## src/rtl/jsb_pkg.sv

```systemverilog
package jsb_pkg;

   typedef enum logic [1:0] {
      RX_HUNT = 2'd0,
      RX_HDR  = 2'd1,
      RX_PAY  = 2'd2
   } rx_state_e;

   // Marker word; shifted LSB first it reads 0x55 0x55 0x55 0xD5
   localparam logic [31:0] DEFAULT_MARKER = 32'hD555_5555;

endpackage

```

## src/rtl/jsb_tx_fifo.sv

```systemverilog
module jsb_tx_fifo #(
   parameter int W     = 32,
   parameter int DEPTH = 8,
   localparam int AW   = (DEPTH > 1) ? $clog2(DEPTH) : 1,
   localparam int CW   = $clog2(DEPTH + 1)
) (
   input  logic          clk,
   input  logic          rst_n,
   input  logic          push,
   input  logic [W-1:0]  push_data,
   input  logic          pop,
   output logic [W-1:0]  head,
   output logic [CW-1:0] count,
   output logic          full
);

   logic [W-1:0]  mem [DEPTH];
   logic [AW-1:0] wr_ptr, rd_ptr, wr_nxt, rd_nxt;

   generate
      if ((1 << AW) == DEPTH) begin : g_pow2
         assign wr_nxt = wr_ptr + 1'b1;
         assign rd_nxt = rd_ptr + 1'b1;
      end else begin : g_wrap
         assign wr_nxt = (wr_ptr == AW'(DEPTH - 1)) ? '0 : wr_ptr + 1'b1;
         assign rd_nxt = (rd_ptr == AW'(DEPTH - 1)) ? '0 : rd_ptr + 1'b1;
      end
   endgenerate

   always_ff @(posedge clk) begin
      if (push) mem[wr_ptr] <= push_data;
   end

   always_ff @(posedge clk or negedge rst_n) begin
      if (!rst_n) begin
         wr_ptr <= '0;
         rd_ptr <= '0;
         count  <= '0;
      end else begin
         if (push) wr_ptr <= wr_nxt;
         if (pop)  rd_ptr <= rd_nxt;
         case ({push, pop})
            2'b10:   count <= count + 1'b1;
            2'b01:   count <= count - 1'b1;
            default: count <= count;
         endcase
      end
   end

   assign head = mem[rd_ptr];
   assign full = (count == CW'(DEPTH));

endmodule

```

## src/rtl/jsb_tx_serializer.sv

```systemverilog
module jsb_tx_serializer #(
   parameter int             W      = 32,
   parameter int             LEN_W  = 16,
   parameter int             CW     = 4,
   parameter logic [W-1:0]   MARKER = '1,
   localparam int            BW     = $clog2(W)
) (
   input  logic          clk,
   input  logic          rst_n,
   input  logic          en,
   input  logic [W-1:0]  head,
   input  logic [CW-1:0] count,
   output logic          pop,
   output logic          tdo
);

   logic [W-1:0]   sreg, next_word;
   logic [BW-1:0]  bit_cnt;
   logic           in_dgram, start, last_bit;
   logic [LEN_W:0] words_left, need;

   assign last_bit = (bit_cnt == BW'(W - 1));
   assign need     = {1'b0, head[LEN_W-1:0]} + 1'b1;

   // choose the word that follows at the next word boundary
   always_comb begin
      next_word = '0;
      start     = 1'b0;
      pop       = 1'b0;
      if (in_dgram) begin
         next_word = head;
         pop       = en && last_bit;
      end else if (count != '0 && need <= (LEN_W + 1)'(count)) begin
         next_word = MARKER;
         start     = 1'b1;
      end
   end

   always_ff @(posedge clk or negedge rst_n) begin
      if (!rst_n) begin
         sreg       <= '0;
         bit_cnt    <= '0;
         in_dgram   <= 1'b0;
         words_left <= '0;
      end else if (en) begin
         bit_cnt <= bit_cnt + 1'b1;
         if (last_bit) begin
            sreg <= next_word;
            if (start) begin
               in_dgram   <= 1'b1;
               words_left <= need;
            end else if (in_dgram) begin
               words_left <= words_left - 1'b1;
               if (words_left == (LEN_W + 1)'(1)) in_dgram <= 1'b0;
            end
         end else begin
            sreg <= {1'b0, sreg[W-1:1]};
         end
      end
   end

   assign tdo = sreg[0];

endmodule

```

## src/rtl/jsb_rx_deframer.sv

```systemverilog
module jsb_rx_deframer #(
   parameter int           W      = 32,
   parameter int           LEN_W  = 16,
   parameter logic [W-1:0] MARKER = '1,
   localparam int          BW     = $clog2(W)
) (
   input  logic         clk,
   input  logic         rst_n,
   input  logic         en,
   input  logic         restart,
   input  logic         tdi,
   input  logic         rx_ready,
   output logic [W-1:0] rx_data,
   output logic         rx_valid,
   output logic         overflow
);

   import jsb_pkg::*;

   rx_state_e        state;
   logic [W-1:0]     hist, word_now;
   logic [BW-1:0]    bit_cnt;
   logic [LEN_W-1:0] remain;
   logic             last_bit, word_done;

   assign word_now  = {tdi, hist[W-1:1]};
   assign last_bit  = (bit_cnt == BW'(W - 1));
   assign word_done = en && !restart && (state != RX_HUNT) && last_bit;

   always_ff @(posedge clk or negedge rst_n) begin
      if (!rst_n) begin
         state   <= RX_HUNT;
         hist    <= '0;
         bit_cnt <= '0;
         remain  <= '0;
      end else if (restart) begin
         state   <= RX_HUNT;
         hist    <= '0;
         bit_cnt <= '0;
      end else if (en) begin
         hist <= word_now;
         unique case (state)
            RX_HUNT: begin
               if (word_now == MARKER) begin
                  state   <= RX_HDR;
                  bit_cnt <= '0;
               end
            end
            RX_HDR: begin
               bit_cnt <= bit_cnt + 1'b1;
               if (last_bit) begin
                  if (word_now[LEN_W-1:0] == '0) begin
                     state <= RX_HUNT;
                  end else begin
                     state  <= RX_PAY;
                     remain <= word_now[LEN_W-1:0];
                  end
               end
            end
            RX_PAY: begin
               bit_cnt <= bit_cnt + 1'b1;
               if (last_bit) begin
                  remain <= remain - 1'b1;
                  if (remain == LEN_W'(1)) state <= RX_HUNT;
               end
            end
            default: state <= RX_HUNT;
         endcase
      end
   end

   always_ff @(posedge clk or negedge rst_n) begin
      if (!rst_n) begin
         rx_data  <= '0;
         rx_valid <= 1'b0;
         overflow <= 1'b0;
      end else begin
         if (rx_valid && rx_ready) rx_valid <= 1'b0;
         if (word_done) begin
            if (rx_valid && !rx_ready) begin
               overflow <= 1'b1;
            end else begin
               rx_valid <= 1'b1;
               rx_data  <= word_now;
            end
         end
      end
   end

endmodule

```

## src/rtl/jtag_stream_bridge.sv

```systemverilog
module jtag_stream_bridge #(
   parameter int                WORD_W     = 32,
   parameter int                LEN_W      = 16,
   parameter int                FIFO_DEPTH = 8,
   parameter logic [WORD_W-1:0] MARKER     = WORD_W'(jsb_pkg::DEFAULT_MARKER)
) (
   input  logic              tck,
   input  logic              tap_reset_n,
   input  logic              sel,
   input  logic              shift_dr,
   input  logic              capture,
   input  logic              tdi,
   output logic              tdo,
   input  logic [WORD_W-1:0] tx_data,
   input  logic              tx_valid,
   output logic              tx_ready,
   output logic [WORD_W-1:0] rx_data,
   output logic              rx_valid,
   input  logic              rx_ready,
   output logic              rx_overflow
);

   localparam int CW = $clog2(FIFO_DEPTH + 1);

   generate
      if ((WORD_W & (WORD_W - 1)) != 0 || WORD_W < 8) begin : g_bad_word
         $error("WORD_W must be a power of two of at least 8");
      end
      if (LEN_W < 1 || LEN_W > WORD_W) begin : g_bad_len
         $error("LEN_W must lie between 1 and WORD_W");
      end
      if (FIFO_DEPTH < 2 || CW > LEN_W + 1) begin : g_bad_depth
         $error("FIFO_DEPTH out of range");
      end
      if (MARKER == '0) begin : g_bad_marker
         $error("MARKER must differ from the all-zero filler word");
      end
   endgenerate

   logic              shift_en, restart, fifo_full, fifo_push, fifo_pop;
   logic [WORD_W-1:0] fifo_head;
   logic [CW-1:0]     fifo_count;

   assign shift_en  = sel && shift_dr;
   assign restart   = sel && capture;
   assign tx_ready  = !fifo_full;
   assign fifo_push = tx_valid && !fifo_full;

   jsb_tx_fifo #(.W(WORD_W), .DEPTH(FIFO_DEPTH)) i_fifo (
      .clk       (tck),
      .rst_n     (tap_reset_n),
      .push      (fifo_push),
      .push_data (tx_data),
      .pop       (fifo_pop),
      .head      (fifo_head),
      .count     (fifo_count),
      .full      (fifo_full)
   );

   jsb_tx_serializer #(.W(WORD_W), .LEN_W(LEN_W), .CW(CW), .MARKER(MARKER)) i_ser (
      .clk   (tck),
      .rst_n (tap_reset_n),
      .en    (shift_en),
      .head  (fifo_head),
      .count (fifo_count),
      .pop   (fifo_pop),
      .tdo   (tdo)
   );

   jsb_rx_deframer #(.W(WORD_W), .LEN_W(LEN_W), .MARKER(MARKER)) i_rx (
      .clk      (tck),
      .rst_n    (tap_reset_n),
      .en       (shift_en),
      .restart  (restart),
      .tdi      (tdi),
      .rx_ready (rx_ready),
      .rx_data  (rx_data),
      .rx_valid (rx_valid),
      .overflow (rx_overflow)
   );

endmodule

```

## config.mk

```make
export PLATFORM = sky130hd
export DESIGN_NAME = jtag_stream_bridge
export DESIGN_NICKNAME = d
export VERILOG_FILES = /design/src/rtl/jsb_pkg.sv /design/src/rtl/jsb_tx_fifo.sv /design/src/rtl/jsb_tx_serializer.sv /design/src/rtl/jsb_rx_deframer.sv /design/src/rtl/jtag_stream_bridge.sv
export SDC_FILE = /design/constraint.sdc
export NUM_CORES = 1
export LEC_CHECK = 0
export BUFFER_PORTS_ARGS = -buffer_cell sky130_fd_sc_hd__buf_2
export CAP_MARGIN = 40
export CORE_MARGIN = 2
export CORE_UTILIZATION = 60
export CTS_CLUSTER_DIAMETER = 80
export DETAILED_ROUTE_END_ITERATION = 6
export GPL_TIMING_DRIVEN = 0
export PLACE_DENSITY = 0.78
export SYNTH_ARGS = -nofsm -noshare
export SYNTH_HDL_FRONTEND = slang
export SYNTH_HIERARCHICAL = 1
export SYNTH_SLANG_ARGS = --single-unit
```

## constraint.sdc

```tcl
create_clock -name tck -period 4.4 [get_ports tck]
set_input_delay 0.66 -clock tck [delete_from_list [all_inputs] [get_ports tck]]
set_output_delay 0.66 -clock tck [all_outputs]
set_load 0.05 [all_outputs]
```

==> summary.md <==
| Metric | Value |
|---|---|
| Syn Area/Cell | `15.5 sq um` |
| X dimension of the die | `between 150 and 200 microns` |
| Tcrit/Tclk final | `97.7%` |
| Core box area | `29500 sq um` |
| Fraction of layout instances using a drive strength above 1 | `roughly a quarter` |
| Height of the die | `roughly 180 microns` |
| Leakage dissipation | `7.79 nW` |
| Initial standard-cell utilization of the core | `roughly 61%` |
| Total global routing overflow | `0` |
| Antenna diodes | `0` |
| Initial antenna violation count | `1` |
| Utilization of the core after routing | `69.3%` |
| Clock-pin slew of the registers on the worst-case setup and hold paths | `0.06 ns` |
| Cell occurring most often along the worst timing path | `sky130_fd_sc_hd__ha_1` |
| Delay of the slowest critical-path stage | `0.54 ns` |
| Vias per std cell | `around 6.2` |
| Buffer and inverter count on the worst path | `3` |
| Clock sink count | `409` |
| Worst slack after detailed placement | `-0.0919 ns` |
| Total routing resource utilization after global routing | `25.3%` |
| Cell Chain, Critical Path | `buf_12, buf_8, mux4_2, mux2_4, ha_1, xor2_2, ha_1, and3b_1, a2111oi_2, o211ai_1, nor4_4, a31oi_2, buf_6, a221o_1` |
| Remaining DRCs | `0` |
| Top library cells by usage in the layout, fill and taps aside | `256 x sky130_fd_sc_hd__edfxtp_1, 152 x sky130_fd_sc_hd__dfrtp_1, 82 x sky130_fd_sc_hd__buf_2` |
| Violation count after the first detailed-routing iteration | `between 800 and 900` |
| Antenna Violating Nets Remaining | `0` |
| Hold Vio Cnt, Final | `0` |
| I/O pin cnt | `76` |
| Drt total wl | `37900 microns` |
| Number of H-tree levels | `2` |
| Result of the run | `finished clean` |
| Floorplan die area | `between 30000 and 40000 sq um` |
| Relative slew margins | `41.1%` |
| Fin worst setup slack | `0.103 ns` |
| Main flop type after synthesis | `sky130_fd_sc_hd__edfxtp_1` |
| Async set-or-reset flop fraction in the synthesized netlist | `37.4%` |
| Number of enable-type register cells in the synthesized netlist | `256` |
| Combined area of all synthesized cells | `17800 sq um` |
| Hold WC Path Type | `primary input to asynchronous set/reset pin` |
| Sequential share of the synthesized area | `between 60 and 70%` |
| DR pass1 iterations | `5` |
| Max Buffers Root-to-Sink | `3` |
| Number of synthesized register bits | `409` |
| Most common cell after layout, fill and taps aside | `sky130_fd_sc_hd__edfxtp_1` |
| Crit path kind | `flop to flop` |
| Critical path's top delay family | `compound AO/OA/AOI/OAI gates` |
| Total chip power | `9.85 mW` |
| Library cells used by synthesis | `81` |
| Total of buffers placed on input and output ports | `75` |
| VDD IR-drop max | `0.457 mV` |
| Measured slew at the worst slew-check pin | `0.875 ns` |
| Number of max-slew violations in the final report | `0` |
| Syn nets | `1210` |
| Standard cell area after detailed placement | `19000 sq um` |
| Post-Synthesis Cells | `1149` |
| Slowest cell on crit path | `sky130_fd_sc_hd__mux4_2` |
| Max cap viols | `0` |
| Wirelength per Cell | `around 22 microns` |
| TritonCTS clock tree | `yes` |
| Pin count of the biggest net entering global routing | `88` |
| Gp weighted congestion | `0.880` |
| Maximum clock skew at final layout | `0.0214 ns` |
| Clock network latency to the later pin of the worst-skew pair | `0.54 ns` |
| Cts-stage hold buffer count | `0` |
| CP max FO | `10` |
| Number of filler cells placed in the layout | `1933` |
| Total of warnings raised by yosys | `6` |
| Startpoint Class | `flop` |
| Arrival time at the worst endpoint | `4.71 ns` |
| Power density cells | `just under 500 nW/um^2` |
| Placed cell count | `1629` |
| Count of standard-cell rows | `63` |
| Number of nets in the finished design | `1342` |
| Total via count after detailed routing | `10595` |
| Post-route design area | `20400 sq um` |
| Wire length of the first global-routing pass | `60600 microns` |
| Final setup violating endpoints | `0` |
| Final critical path time including I/O delays and setup | `roughly 4.3 ns` |
| Total clock buffers created by CTS | `40` |
| Buffer cell driving the clock tree root | `sky130_fd_sc_hd__clkbuf_16` |
| Maximum clock rate | `233 MHz` |
| Filler-free cell count of the finished design | `1703` |
| DP HPWL | `23800 microns` |
| Required time of the critical path | `4.81 ns` |
| Kind of end point of the critical path | `flop` |
| Area delta synth->final | `14.6%` |
| Vias in the first global route | `10945` |
## routing by layer
layer,global-route usage [%],vias up,wire length (microns)
met5,0,-,7
met2,42.9,362,19500
met3,4.07,72,2350
met1,33.8,5410,15100
met4,8.47,2,959
li1,-,4749,-
## power by group
part	leakage [nW]	switching (mW)	internal (mW)
Combinational	2.75	0.818	0.542
Clock	0.680	1.43	2.15
Sequential	4.37	0.260	4.66
Total	7.79	2.50	7.35
## area by class of cell
cell class / instances / area, sq um / area share, %
Sequential cell: 409 / 11500 / 56.3
Multi-Input combinational cell: 641 / 5930 / 29.0
Clock buffer: 56 / 1120 / 5.49
Timing Repair Buffer: 90 / 623 / 3.05
Tap cell: 390 / 488 / 2.39
Buffer: 59 / 335 / 1.64
Clock inverter: 18 / 272 / 1.33
Inverter: 40 / 150 / 0.734
## synth_stat cells, types with 4 or more instances
master	count	share of area, %
sky130_fd_sc_hd__or4_4	4	0.25
sky130_fd_sc_hd__a31oi_1	13	0.46
sky130_fd_sc_hd__dfrtp_1	153	21
sky130_fd_sc_hd__mux2i_1	34	1.9
sky130_fd_sc_hd__a31o_2	4	0.20
sky130_fd_sc_hd__nand4_1	9	0.32
sky130_fd_sc_hd__and2_1	4	0.14
sky130_fd_sc_hd__nand2_1	40	0.84
sky130_fd_sc_hd__o21ai_0	37	1.0
sky130_fd_sc_hd__xnor2_1	7	0.34
sky130_fd_sc_hd__nand3b_1	17	0.72
sky130_fd_sc_hd__a21oi_1	23	0.65
sky130_fd_sc_hd__mux4_1	25	3.7
sky130_fd_sc_hd__nor2b_1	22	0.77
sky130_fd_sc_hd__a2bb2oi_1	10	0.49
sky130_fd_sc_hd__or3_1	8	0.28
sky130_fd_sc_hd__buf_1	5	0.11
sky130_fd_sc_hd__nor2_1	70	1.5
sky130_fd_sc_hd__or2_2	4	0.14
sky130_fd_sc_hd__nand3_1	20	0.56
sky130_fd_sc_hd__nor4_4	4	0.48
sky130_fd_sc_hd__ha_1	21	1.5
sky130_fd_sc_hd__or4_1	6	0.25
sky130_fd_sc_hd__xor2_1	8	0.39
sky130_fd_sc_hd__nor4_1	6	0.21
sky130_fd_sc_hd__and3_1	6	0.21
sky130_fd_sc_hd__mux4_2	39	4.9
sky130_fd_sc_hd__o221ai_1	16	0.79
sky130_fd_sc_hd__nor3_1	16	0.45
sky130_fd_sc_hd__a22o_1	9	0.44
sky130_fd_sc_hd__o22a_1	6	0.29
sky130_fd_sc_hd__nand2b_1	9	0.32
sky130_fd_sc_hd__inv_1	40	0.84
sky130_fd_sc_hd__buf_2	9	0.25
sky130_fd_sc_hd__edfxtp_1	256	43
sky130_fd_sc_hd__clkbuf_1	35	0.74
sky130_fd_sc_hd__mux2_2	79	5.0
## worst paths after layout
kind	startpoint	end	slack (ns)	cells past startpoint
setup / recovery	i_fifo/rd_ptr[0]	i_ser/words_left[1]	0.10	14
hold / removal	tap_reset_n	i_rx/state[1]	0.14	1
setup reg to reg	i_fifo/rd_ptr[0]	i_ser/words_left[1]	0.10	14
hold reg to reg	i_rx/overflow	i_rx/overflow	0.49	1
max in group asynchronous	tap_reset_n	i_rx/rx_data[19]	3.42	2
min in group tck	tx_data[25]	i_fifo/mem[4][25]	0.38	1
## metrics by stage
step	hold WS, ns	setup TNS [ns]
after floorplan	0.364	0
after global placement	0.447	-112.42
after detailed placement	0.455	-0.0937
after CTS	0.155	0
after global routing	0.192	-0.0441
final	0.143	0
## state kept, by name, summed over array words and instances (netlist names)
register          count
i_fifo/rd_ptr         3
i_rx/rx_data         32
i_rx/state            2
i_fifo/mem          256
i_ser/sreg           32
i_fifo/count          4
i_rx/bit_cnt          5
i_ser/bit_cnt         5
i_fifo/wr_ptr         3
i_ser/words_left     17
i_rx/hist            31
i_ser/in_dgram        1
i_rx/rx_valid         1
i_rx/overflow         1
i_rx/remain          16
## worst reg2reg max path, stage by stage (launching register included)
cell and delay [ns]:
sky130_fd_sc_hd__dfrtp_2 0.41, sky130_fd_sc_hd__buf_12 0.17, sky130_fd_sc_hd__buf_8 0.20, sky130_fd_sc_hd__mux4_2 0.54
sky130_fd_sc_hd__mux2_4 0.35, sky130_fd_sc_hd__ha_1 0.30, sky130_fd_sc_hd__xor2_2 0.18, sky130_fd_sc_hd__ha_1 0.33
sky130_fd_sc_hd__and3b_1 0.20, sky130_fd_sc_hd__a2111oi_2 0.30, sky130_fd_sc_hd__o211ai_1 0.19, sky130_fd_sc_hd__nor4_4 0.31
sky130_fd_sc_hd__a31oi_2 0.16, sky130_fd_sc_hd__buf_6 0.19, sky130_fd_sc_hd__a221o_1 0.34
## logic make-up (layout without fill, tap and decap cells)
group           after synthesis  in the layout  share of synthesized area, %
xor+xnor                     15             15                         0.736
compound gates              163            163                          6.52
mux                         177            177                          15.5
simple gates                265            265                          8.59
fa+ha+maj                    21             21                          1.47
flops                       409            409                          64.5
buf+inv                      99            263                          2.63
## timing repair
item,in CTS,in global routing
endpoints found under the setup margin,30,32
pin swaps,0,2
setup buffers,0,0
hold endpoints to repair,0,0
resized for setup,1,11
Power figures use the tool's default switching activity.
